### config.mk
export PLATFORM = sky130hd
export DESIGN_NAME = xbus_cycle_ctrl
export DESIGN_NICKNAME = d
export VERILOG_FILES = /design/src/rtl/xbus_pkg.sv /design/src/rtl/xbus_cfg_decode.sv /design/src/rtl/xbus_lane_fmt.sv /design/src/rtl/xbus_strobe_gen.sv /design/src/rtl/xbus_cycle_ctrl.sv
export SDC_FILE = /design/constraint.sdc
export NUM_CORES = 1
export LEC_CHECK = 0
export ABC_CLOCK_PERIOD_IN_PS = 1970
export BUFFER_PORTS_ARGS = -buffer_cell sky130_fd_sc_hd__clkbuf_2
export CORE_AREA = 2 2 121 64
export CTS_BUF_LIST = sky130_fd_sc_hd__clkbuf_4 sky130_fd_sc_hd__clkbuf_8
export CTS_CLUSTER_SIZE = 30
export DETAILED_ROUTE_END_ITERATION = 16
export DIE_AREA = 0 0 123 66
export PLACE_DENSITY = 0.83
export SYNTH_ARGS = -nofsm -noshare
export SYNTH_HDL_FRONTEND = slang
export SYNTH_HIERARCHICAL = 1
export SYNTH_SLANG_ARGS = --single-unit
### constraint.sdc
create_clock -name clk -period 1.97 [get_ports clk]
set_clock_uncertainty 0.15 [all_clocks]
set_input_delay 0.394 -clock clk [delete_from_list [all_inputs] [get_ports clk]]
set_output_delay 0.394 -clock clk [all_outputs]
set_load 0.005 [all_outputs]
### src/rtl/xbus_pkg.sv
package xbus_pkg;
    // Phase of the external cycle
    typedef enum logic [1:0] {
        PH_IDLE = 2'd0,
        PH_ADDR = 2'd1,
        PH_DATA = 2'd2
    } phase_e;

    // Position of the mode bits inside cfg_mode
    localparam int MODE_LATCH_BIT  = 1;
    localparam int MODE_SINGLE_BIT = 0;

    // Largest finite wait cap is 3, so two bits hold it
    localparam int WAIT_CAP_MAX = 3;
    localparam int LIM_W        = $clog2(WAIT_CAP_MAX + 1);

    localparam int BYTE_W = 8;
endpackage

### src/rtl/xbus_cfg_decode.sv
module xbus_cfg_decode
    import xbus_pkg::*;
(
    input  logic [1:0]       width_code,
    input  logic [2:0]       wait_code,
    input  logic             width_pin,
    output logic             wide,
    output logic [LIM_W-1:0] limit,
    output logic             unlimited,
    output logic             illegal
);
    logic bad_width;
    logic bad_wait;

    always_comb begin
        bad_width = 1'b0;
        case (width_code)
            2'b01:   wide = 1'b1;
            2'b10:   wide = 1'b0;
            2'b11:   wide = width_pin;
            default: begin
                wide      = 1'b1;
                bad_width = 1'b1;
            end
        endcase
    end

    always_comb begin
        bad_wait  = 1'b0;
        unlimited = 1'b0;
        limit     = '0;
        case (wait_code)
            3'b000: limit = LIM_W'(0);
            3'b100: limit = LIM_W'(1);
            3'b101: limit = LIM_W'(2);
            3'b110: limit = LIM_W'(3);
            3'b111: unlimited = 1'b1;
            default: bad_wait = 1'b1;
        endcase
    end

    assign illegal = bad_width | bad_wait;
endmodule

### src/rtl/xbus_lane_fmt.sv
module xbus_lane_fmt
    import xbus_pkg::*;
#(
    parameter int BUS_W = 16
) (
    input  logic             wide,
    input  logic             word,
    input  logic             a0,
    input  logic [BUS_W-1:0] wdata,
    input  logic [BUS_W-1:0] bus_in,
    output logic [BUS_W-1:0] bus_wdata,
    output logic [BUS_W-1:0] rd_result,
    output logic             lane_lo,
    output logic             lane_hi
);
    localparam int LANES = BUS_W / BYTE_W;

    logic [BUS_W-1:0] byte_rep;
    logic             full_word;

    // Replicate the low byte onto every lane for byte writes
    for (genvar g = 0; g < LANES; g++) begin : g_rep
        assign byte_rep[g*BYTE_W +: BYTE_W] = wdata[BYTE_W-1:0];
    end

    assign full_word = wide & word;
    assign lane_lo   = ~wide | word | ~a0;
    assign lane_hi   = wide & (word | a0);
    assign bus_wdata = full_word ? wdata : byte_rep;

    always_comb begin
        rd_result = '0;
        if (full_word) begin
            rd_result = bus_in;
        end else if (wide && a0) begin
            rd_result[BYTE_W-1:0] = bus_in[2*BYTE_W-1:BYTE_W];
        end else begin
            rd_result[BYTE_W-1:0] = bus_in[BYTE_W-1:0];
        end
    end
endmodule

### src/rtl/xbus_strobe_gen.sv
module xbus_strobe_gen
    import xbus_pkg::*;
(
    input  phase_e phase,
    input  logic   latch_mode,
    input  logic   single_mode,
    input  logic   is_write,
    input  logic   wide,
    input  logic   lane_lo,
    input  logic   lane_hi,
    output logic   ale,
    output logic   adv_n,
    output logic   rd_n,
    output logic   lo_n,
    output logic   hi_n,
    output logic   drive
);
    logic in_addr;
    logic in_data;
    logic active;
    logic wphase;

    assign in_addr = (phase == PH_ADDR);
    assign in_data = (phase == PH_DATA);
    assign active  = in_addr | in_data;
    assign wphase  = in_data & is_write;

    assign ale   = latch_mode & in_addr;
    assign adv_n = ~(~latch_mode & active);
    assign rd_n  = ~(in_data & ~is_write);
    assign drive = in_addr | wphase;

    always_comb begin
        if (single_mode) begin
            lo_n = ~wphase;
            hi_n = ~(active & wide & lane_hi);
        end else begin
            lo_n = ~(wphase & lane_lo);
            hi_n = ~(wphase & (lane_hi | ~wide));
        end
    end
endmodule

### src/rtl/xbus_cycle_ctrl.sv
module xbus_cycle_ctrl
    import xbus_pkg::*;
#(
    parameter int BUS_W = 16
) (
    input  logic             clk,
    input  logic             rst_n,
    input  logic             req_valid,
    input  logic             req_write,
    input  logic             req_word,
    input  logic [BUS_W-1:0] req_addr,
    input  logic [BUS_W-1:0] req_wdata,
    input  logic [1:0]       cfg_mode,
    input  logic [1:0]       cfg_width,
    input  logic [2:0]       cfg_wait,
    input  logic             width_sel,
    input  logic             ready,
    input  logic [BUS_W-1:0] ad_in,
    output logic [BUS_W-1:0] ad_out,
    output logic             ad_oe,
    output logic             ale,
    output logic             adv_n,
    output logic             rd_n,
    output logic             wstb_lo_n,
    output logic             wstb_hi_n,
    output logic [BUS_W-1:0] rd_data,
    output logic             done,
    output logic             config_error
);
    typedef struct packed {
        phase_e           phase;
        logic             wr;
        logic             word;
        logic [BUS_W-1:0] addr;
        logic [BUS_W-1:0] wdata;
        logic             wide;
        logic             latch;
        logic             single;
        logic             unl;
        logic [LIM_W-1:0] lim;
        logic [LIM_W-1:0] wcnt;
        logic             done;
        logic [BUS_W-1:0] rdata;
    } state_t;

    localparam state_t RESET_STATE = '{phase: PH_IDLE, default: '0};

    state_t st_d;
    state_t st_q;

    logic             cfg_wide;
    logic [LIM_W-1:0] cfg_lim;
    logic             cfg_unl;
    logic [BUS_W-1:0] fmt_wdata;
    logic [BUS_W-1:0] fmt_rdata;
    logic             lane_lo;
    logic             lane_hi;
    logic             stb_drive;
    logic             data_last;

    xbus_cfg_decode u_cfg (
        .width_code (cfg_width),
        .wait_code  (cfg_wait),
        .width_pin  (width_sel),
        .wide       (cfg_wide),
        .limit      (cfg_lim),
        .unlimited  (cfg_unl),
        .illegal    (config_error)
    );

    xbus_lane_fmt #(.BUS_W(BUS_W)) u_lane (
        .wide      (st_q.wide),
        .word      (st_q.word),
        .a0        (st_q.addr[0]),
        .wdata     (st_q.wdata),
        .bus_in    (ad_in),
        .bus_wdata (fmt_wdata),
        .rd_result (fmt_rdata),
        .lane_lo   (lane_lo),
        .lane_hi   (lane_hi)
    );

    xbus_strobe_gen u_stb (
        .phase       (st_q.phase),
        .latch_mode  (st_q.latch),
        .single_mode (st_q.single),
        .is_write    (st_q.wr),
        .wide        (st_q.wide),
        .lane_lo     (lane_lo),
        .lane_hi     (lane_hi),
        .ale         (ale),
        .adv_n       (adv_n),
        .rd_n        (rd_n),
        .lo_n        (wstb_lo_n),
        .hi_n        (wstb_hi_n),
        .drive       (stb_drive)
    );

    // The data phase ends when READY is high or the finite cap is used up
    assign data_last = ready | (~st_q.unl & (st_q.wcnt == st_q.lim));

    always_comb begin
        st_d      = st_q;
        st_d.done = 1'b0;
        case (st_q.phase)
            PH_IDLE: begin
                if (req_valid) begin
                    st_d.phase  = PH_ADDR;
                    st_d.wr     = req_write;
                    st_d.word   = req_word;
                    st_d.addr   = req_addr;
                    st_d.wdata  = req_wdata;
                    st_d.wide   = cfg_wide;
                    st_d.latch  = cfg_mode[MODE_LATCH_BIT];
                    st_d.single = cfg_mode[MODE_SINGLE_BIT];
                    st_d.unl    = cfg_unl;
                    st_d.lim    = cfg_lim;
                    st_d.wcnt   = '0;
                end
            end
            PH_ADDR: begin
                st_d.phase = PH_DATA;
                st_d.wcnt  = '0;
            end
            PH_DATA: begin
                if (data_last) begin
                    st_d.phase = PH_IDLE;
                    st_d.done  = 1'b1;
                    if (!st_q.wr) begin
                        st_d.rdata = fmt_rdata;
                    end
                end else begin
                    st_d.wcnt = st_q.wcnt + LIM_W'(1);
                end
            end
            default: st_d.phase = PH_IDLE;
        endcase
    end

    always_ff @(posedge clk or negedge rst_n) begin
        if (!rst_n) begin
            st_q <= RESET_STATE;
        end else begin
            st_q <= st_d;
        end
    end

    always_comb begin
        ad_out = '0;
        if (st_q.phase == PH_ADDR) begin
            ad_out = st_q.addr;
        end else if (st_q.phase == PH_DATA && st_q.wr) begin
            ad_out = fmt_wdata;
        end
    end

    assign ad_oe   = stb_drive;
    assign done    = st_q.done;
    assign rd_data = st_q.rdata;
endmodule

# Word level (Yosys, flattened, before mapping)
# Cells that the tools add are included.
# classes
addsub,1
multipliers,0
div_mod_pow,0
n_lt_le_gt_ge,0
eq_ne,13
shift,0
mux,21
bitwise_logic,30
n_reduce_logical,11
# ops
operator,count
16-bit 2-to-1 mux,4
44-bit 2-to-1 mux,1
17-bit 2-to-1 mux,2
8-bit 2-to-1 mux,3
2-bit case mux with 3 select lines,3
3-bit equality test (second input constant),4
1-bit bitwise AND,11
1-bit NOT,11
1-bit bitwise OR,8
2-bit equality test (second input constant),3
2-bit != test (second input constant),3
3-bit AND reduction,2
1-bit 2-to-1 mux,5
5-bit OR reduction,1
2-bit by 1-bit equality test with 1-bit output (second input constant),2
2-bit 2-to-1 mux,2
2-bit AND reduction,2
3-bit logical NOT,1
3-bit nonzero test,1
3-bit OR reduction,1
2-bit by 1-bit adder with 2-bit output (second input constant),1
2-bit equality test,1
1-bit logical AND,2
2-bit logical NOT,1
1-bit case mux with 2 select lines,1
# totals
regBits,61
latchBits,0
ramBits,0
rom_bits,0
inputBits,62
output_inout_bits,40
word_cells,89
n_memories,0

# Longest topological paths before layout
# logic_depth
word_depth,6
ltp_mapped,7
ltp_nobuf,6

# By module
# Netlist, hierarchy kept.
# modules_own_cells
mod,n_inst,cells_per_inst,area_per_inst_um2,seq_area_each_um2
xbus_cycle_ctrl,1,194,2792.7,1526.5
xbus_lane_fmt,1,38,391.6,0.0
xbus_strobe_gen,1,13,96.3,0.0
xbus_cfg_decode,1,8,48.8,0.0

# Worst setup path after synthesis
# No wires, ideal clock.
# synth_path
path_kind,reg2out
start,register st_q[60] (netlist bit)
end,output port ad_out[0]
arrival_time_ns,1.562
required_time_ns,1.426
path_slack_ns,-0.136
path_stages_with_launch,8
n_path_buf,3
cell_sequence,dfrtp_1 inv_1 ha_1 clkbuf_1 and3b_1 clkbuf_1 buf_2 a22o_1
# synth_via
elab_chain_len,4
word_cells_on_any_way,5
cone_classes,2 x eq/ne; 2 x mux; 1 x reduce/logical
# synth_rtl
item,line,source
from (decl),xbus_cycle_ctrl.sv:49,state_t st_q;
from (signal assigned),xbus_cycle_ctrl.sv:144,st_q <= st_d;
2-bit equality test,xbus_cycle_ctrl.sv:152,end else if (st_q.phase == PH_DATA && st_q.wr) begin
1-bit logical AND,xbus_cycle_ctrl.sv:152,
16-bit 2-to-1 mux,xbus_cycle_ctrl.sv:152,
16-bit 2-to-1 mux *,xbus_cycle_ctrl.sv:150,if (st_q.phase == PH_ADDR) begin
to (decl),xbus_cycle_ctrl.sv:19,"output logic [BUS_W-1:0] ad_out,"
# Mark *: on every way between the ends. The rest lies on a longest branch, timed or not.

# Worst setup path in the final report
# layout_path
start,register st_q[59] (netlist bit)
end,output port ad_out[10]
# Same word-level chain as after synthesis.

==> impl_metrics.json <==
{
  "internal_power_mw": 4.45,
  "start_util_pct": 46.9,
  "clock_sinks": 61,
  "drc_errors": 0,
  "sw_frac_of_total_pct": 32.9,
  "hp-class": "input port to flip-flop",
  "arrival_ps": 1700,
  "finalPower_mw": 6.64,
  "syn_area_sq_um": 3330,
  "fin_nets": 421,
  "core_area_sq_um": 7100,
  "drive_above_1_share_pct": 66.9,
  "power_density_nw_per_um2": 1560,
  "finalSetupViolations": 22,
  "rsz0062_at_grt": "yes",
  "grt.total_usage_pct": 20.2,
  "synth_area_leaders": "dfrtp_1, mux2_2, mux2_4, buf_4, a22o_1",
  "critPathRequiredTime_ps": 1430,
  "cts-root-buf": "clkbuf_8",
  "stdcell_area_sq_um": 4260,
  "place_ws_ps": -10.5,
  "place_inst": 427,
  "fin_util_pct": 60.0,
  "min_path_cells": 2,
  "num_rows": 22,
  "placed_cell_area_sq_um": 3830,
  "seqPwrFrac_pct": 34.0,
  "place_hpwl_um": 5290,
  "synth_top_area_share_pct": 45.8,
  "power_frac_clock_pct": 18.5,
  "dr_total_vias": 2280,
  "status": "finished, violations left",
  "period_minus_slack_ps": 2240,
  "hold_ws_ps": 136,
  "finalMaxSlewViolations": 0,
  "die_area_sq_um": 8120,
  "critPathKind": "flip-flop to primary output",
  "p_leak_nw": 2.14,
  "clk_path_buf_depth": 2,
  "synth_edf_count": 0,
  "grt_max_degree": 62,
  "min_to": "st_q[39]",
  "peakVddDrop_v": 0.000694,
  "antenna_found_initial": 0,
  "routed_wl_um": 7600,
  "slew_headroom_pct": 78.0,
  "finalNonFillerCells": 453,
  "synth_nets": 321,
  "crit_path_start_kind": "flip-flop",
  "drtIter0Drc": 62,
  "async_flop_share_pct": 100,
  "ant_nets": 0,
  "syn_to_final_growth_pct": 28.0,
  "n_antenna_cell": 0,
  "clkTransAtPathRegs_ps": 70,
  "htreeDepth": 3,
  "worstHoldStart": "req_wdata[14]",
  "rr_worst_depth": 8,
  "post-synth-top-area-cell": "dfrtp_1",
  "cts_tree": "done",
  "grt_pass1_wl_um": 12100,
  "die_w_um": 123,
  "cap_violations": 0,
  "worst_slew_pin_slew_ps": 331,
  "cp_max_fo": 8,
  "fin_ws_ps": -272,
  "num_io_pins": 102,
  "dieHeight_um": 66,
  "synth_cell_types": 44,
  "cts_made_buffers": 9,
  "clk_latency_ps": 340,
  "violations": "negative setup slack",
  "fillers": 596,
  "rr_endpoint": "st_q[17]",
  "p_sw_mw": 2.19,
  "ff2ff_setup_slack_ps": 60,
  "synthCells": 253,
  "synth_ff_type": "dfrtp_1",
  "grt_pass1_vias": 2400,
  "drtPass1Iterations": 4,
  "end_kind": "primary output",
  "syn_area_per_cell_sq_um": 13.2,
  "vias_per_cell": 5.03,
  "gr-total-overflow": 0,
  "io_buffers": 101,
  "place_congestion": 0.779,
  "fmax_mhz": 446,
  "yosysWarnings": 6,
  "r2r_start": "st_q[59]",
  "combPwrFrac_pct": 47.5,
  "routedWlPerCell_um": 16.8,
  "ys_ff_latch": 61,
  "hold_viol": 0,
  "period_share_pct": 114,
  "fin_tns_setup_ps": -4790,
  "seq_area_frac_synth_pct": 45.8
}
synth_stat cells, drive strengths merged (2+ instances only):
| cell type | count |
|---|---|
| dfrtp | 61 |
| mux2 | 73 |
| o21ai | 4 |
| nand2 | 6 |
| and3 | 9 |
| clkbuf | 7 |
| nor2b | 4 |
| buf | 29 |
| o21a | 2 |
| nor2 | 3 |
| inv | 5 |
| or2b | 2 |
| nand2b | 3 |
| xor2 | 3 |
| ha | 6 |
| a22o | 16 |
| and2 | 2 |
layout make-up:
class | count | area, sq um | share of cell area [%]
clock buffer | 11 | 145 | 3.41
clock inverter | 4 | 72.6 | 1.70
inverter | 5 | 21.3 | 0.499
multi-input combinational | 151 | 1600 | 37.6
sequential | 61 | 1530 | 35.9
tap | 96 | 120 | 2.82
timing repair buffer | 125 | 771 | 18.1
cell families after synthesis:
logic type | Yosys count | share of synthesized area (%)
simple gates | 38 | 7.48
xor+xnor | 3 | 1.01
flops | 61 | 45.8
buf+inv | 41 | 8.31
fa+ha+maj | 6 | 2.25
compound gates | 31 | 7.82
mux | 73 | 27.3
worst max-delay path by stage:
stage,start,end,slack [ps],depth (start not counted)
after global routing,st_q[59],ad_out[10],-350,6
after floorplan,st_q[60],ad_out[0],10,7
after global placement,st_q[17],rd_data[4],20,4
after CTS,st_q[60],ad_out[10],-290,6
final,st_q[59],ad_out[10],-270,6
after detailed placement,st_q[17],rd_data[1],-10,4
state kept, by name (all words and copies together), names as in the netlist:
signal	count
done	1
st_q	44
rd_data	16
metal layers:
layer  GRT usage (%)  vias up  wire [um]
li1                -     1083          -
met1            27.8     1118       3700
met2            30.4       69       3370
met3            6.47       10        432
met4            6.39        0        102
met5               0        -          0
repair_timing:
| action | CTS | global route |
|---|---|---|
| hold endpoints to repair | 61 | 0 |
| buffers inserted | 7 | 5 |
| pin swaps | 2 | 5 |
| endpoints found under the setup margin | 27 | 22 |
| hold buffers | 1 | 0 |
| resized for setup | 7 | 24 |
| gates cloned | 0 | 1 |
placed cells by master (no fill, tap or decap), drive strengths merged, types with 4 or more instances in the layout:
cell type	synthesis	layout
dfrtp	61	61
ha	6	6
mux2	73	73
nand2	6	6
buf	29	25
and3	9	9
a22o	16	16
inv	5	5
clkbuf	7	110
nor2b	4	4
o21ai	4	4
worst max-delay path, stage by stage, from the launching register on:
cell	delay [ps]
dfrtp_2	410
inv_2	50
ha_2	180
and3b_2	230
buf_12	150
a22o_1	220
clkbuf_2	120
power groups by stage:
stage / clock network (mW) / registers (mW) / logic (mW)
2_1_floorplan: 0 / 2.13 / 2.28
3_3_place_gp: 0 / 2.21 / 2.76
3_5_place_dp: 0 / 2.25 / 2.85
4_1_cts: 1.25 / 2.24 / 3.01
5_1_grt: 1.32 / 2.34 / 3.43
6_report: 1.23 / 2.26 / 3.15
Power figures use the tool's default switching activity.
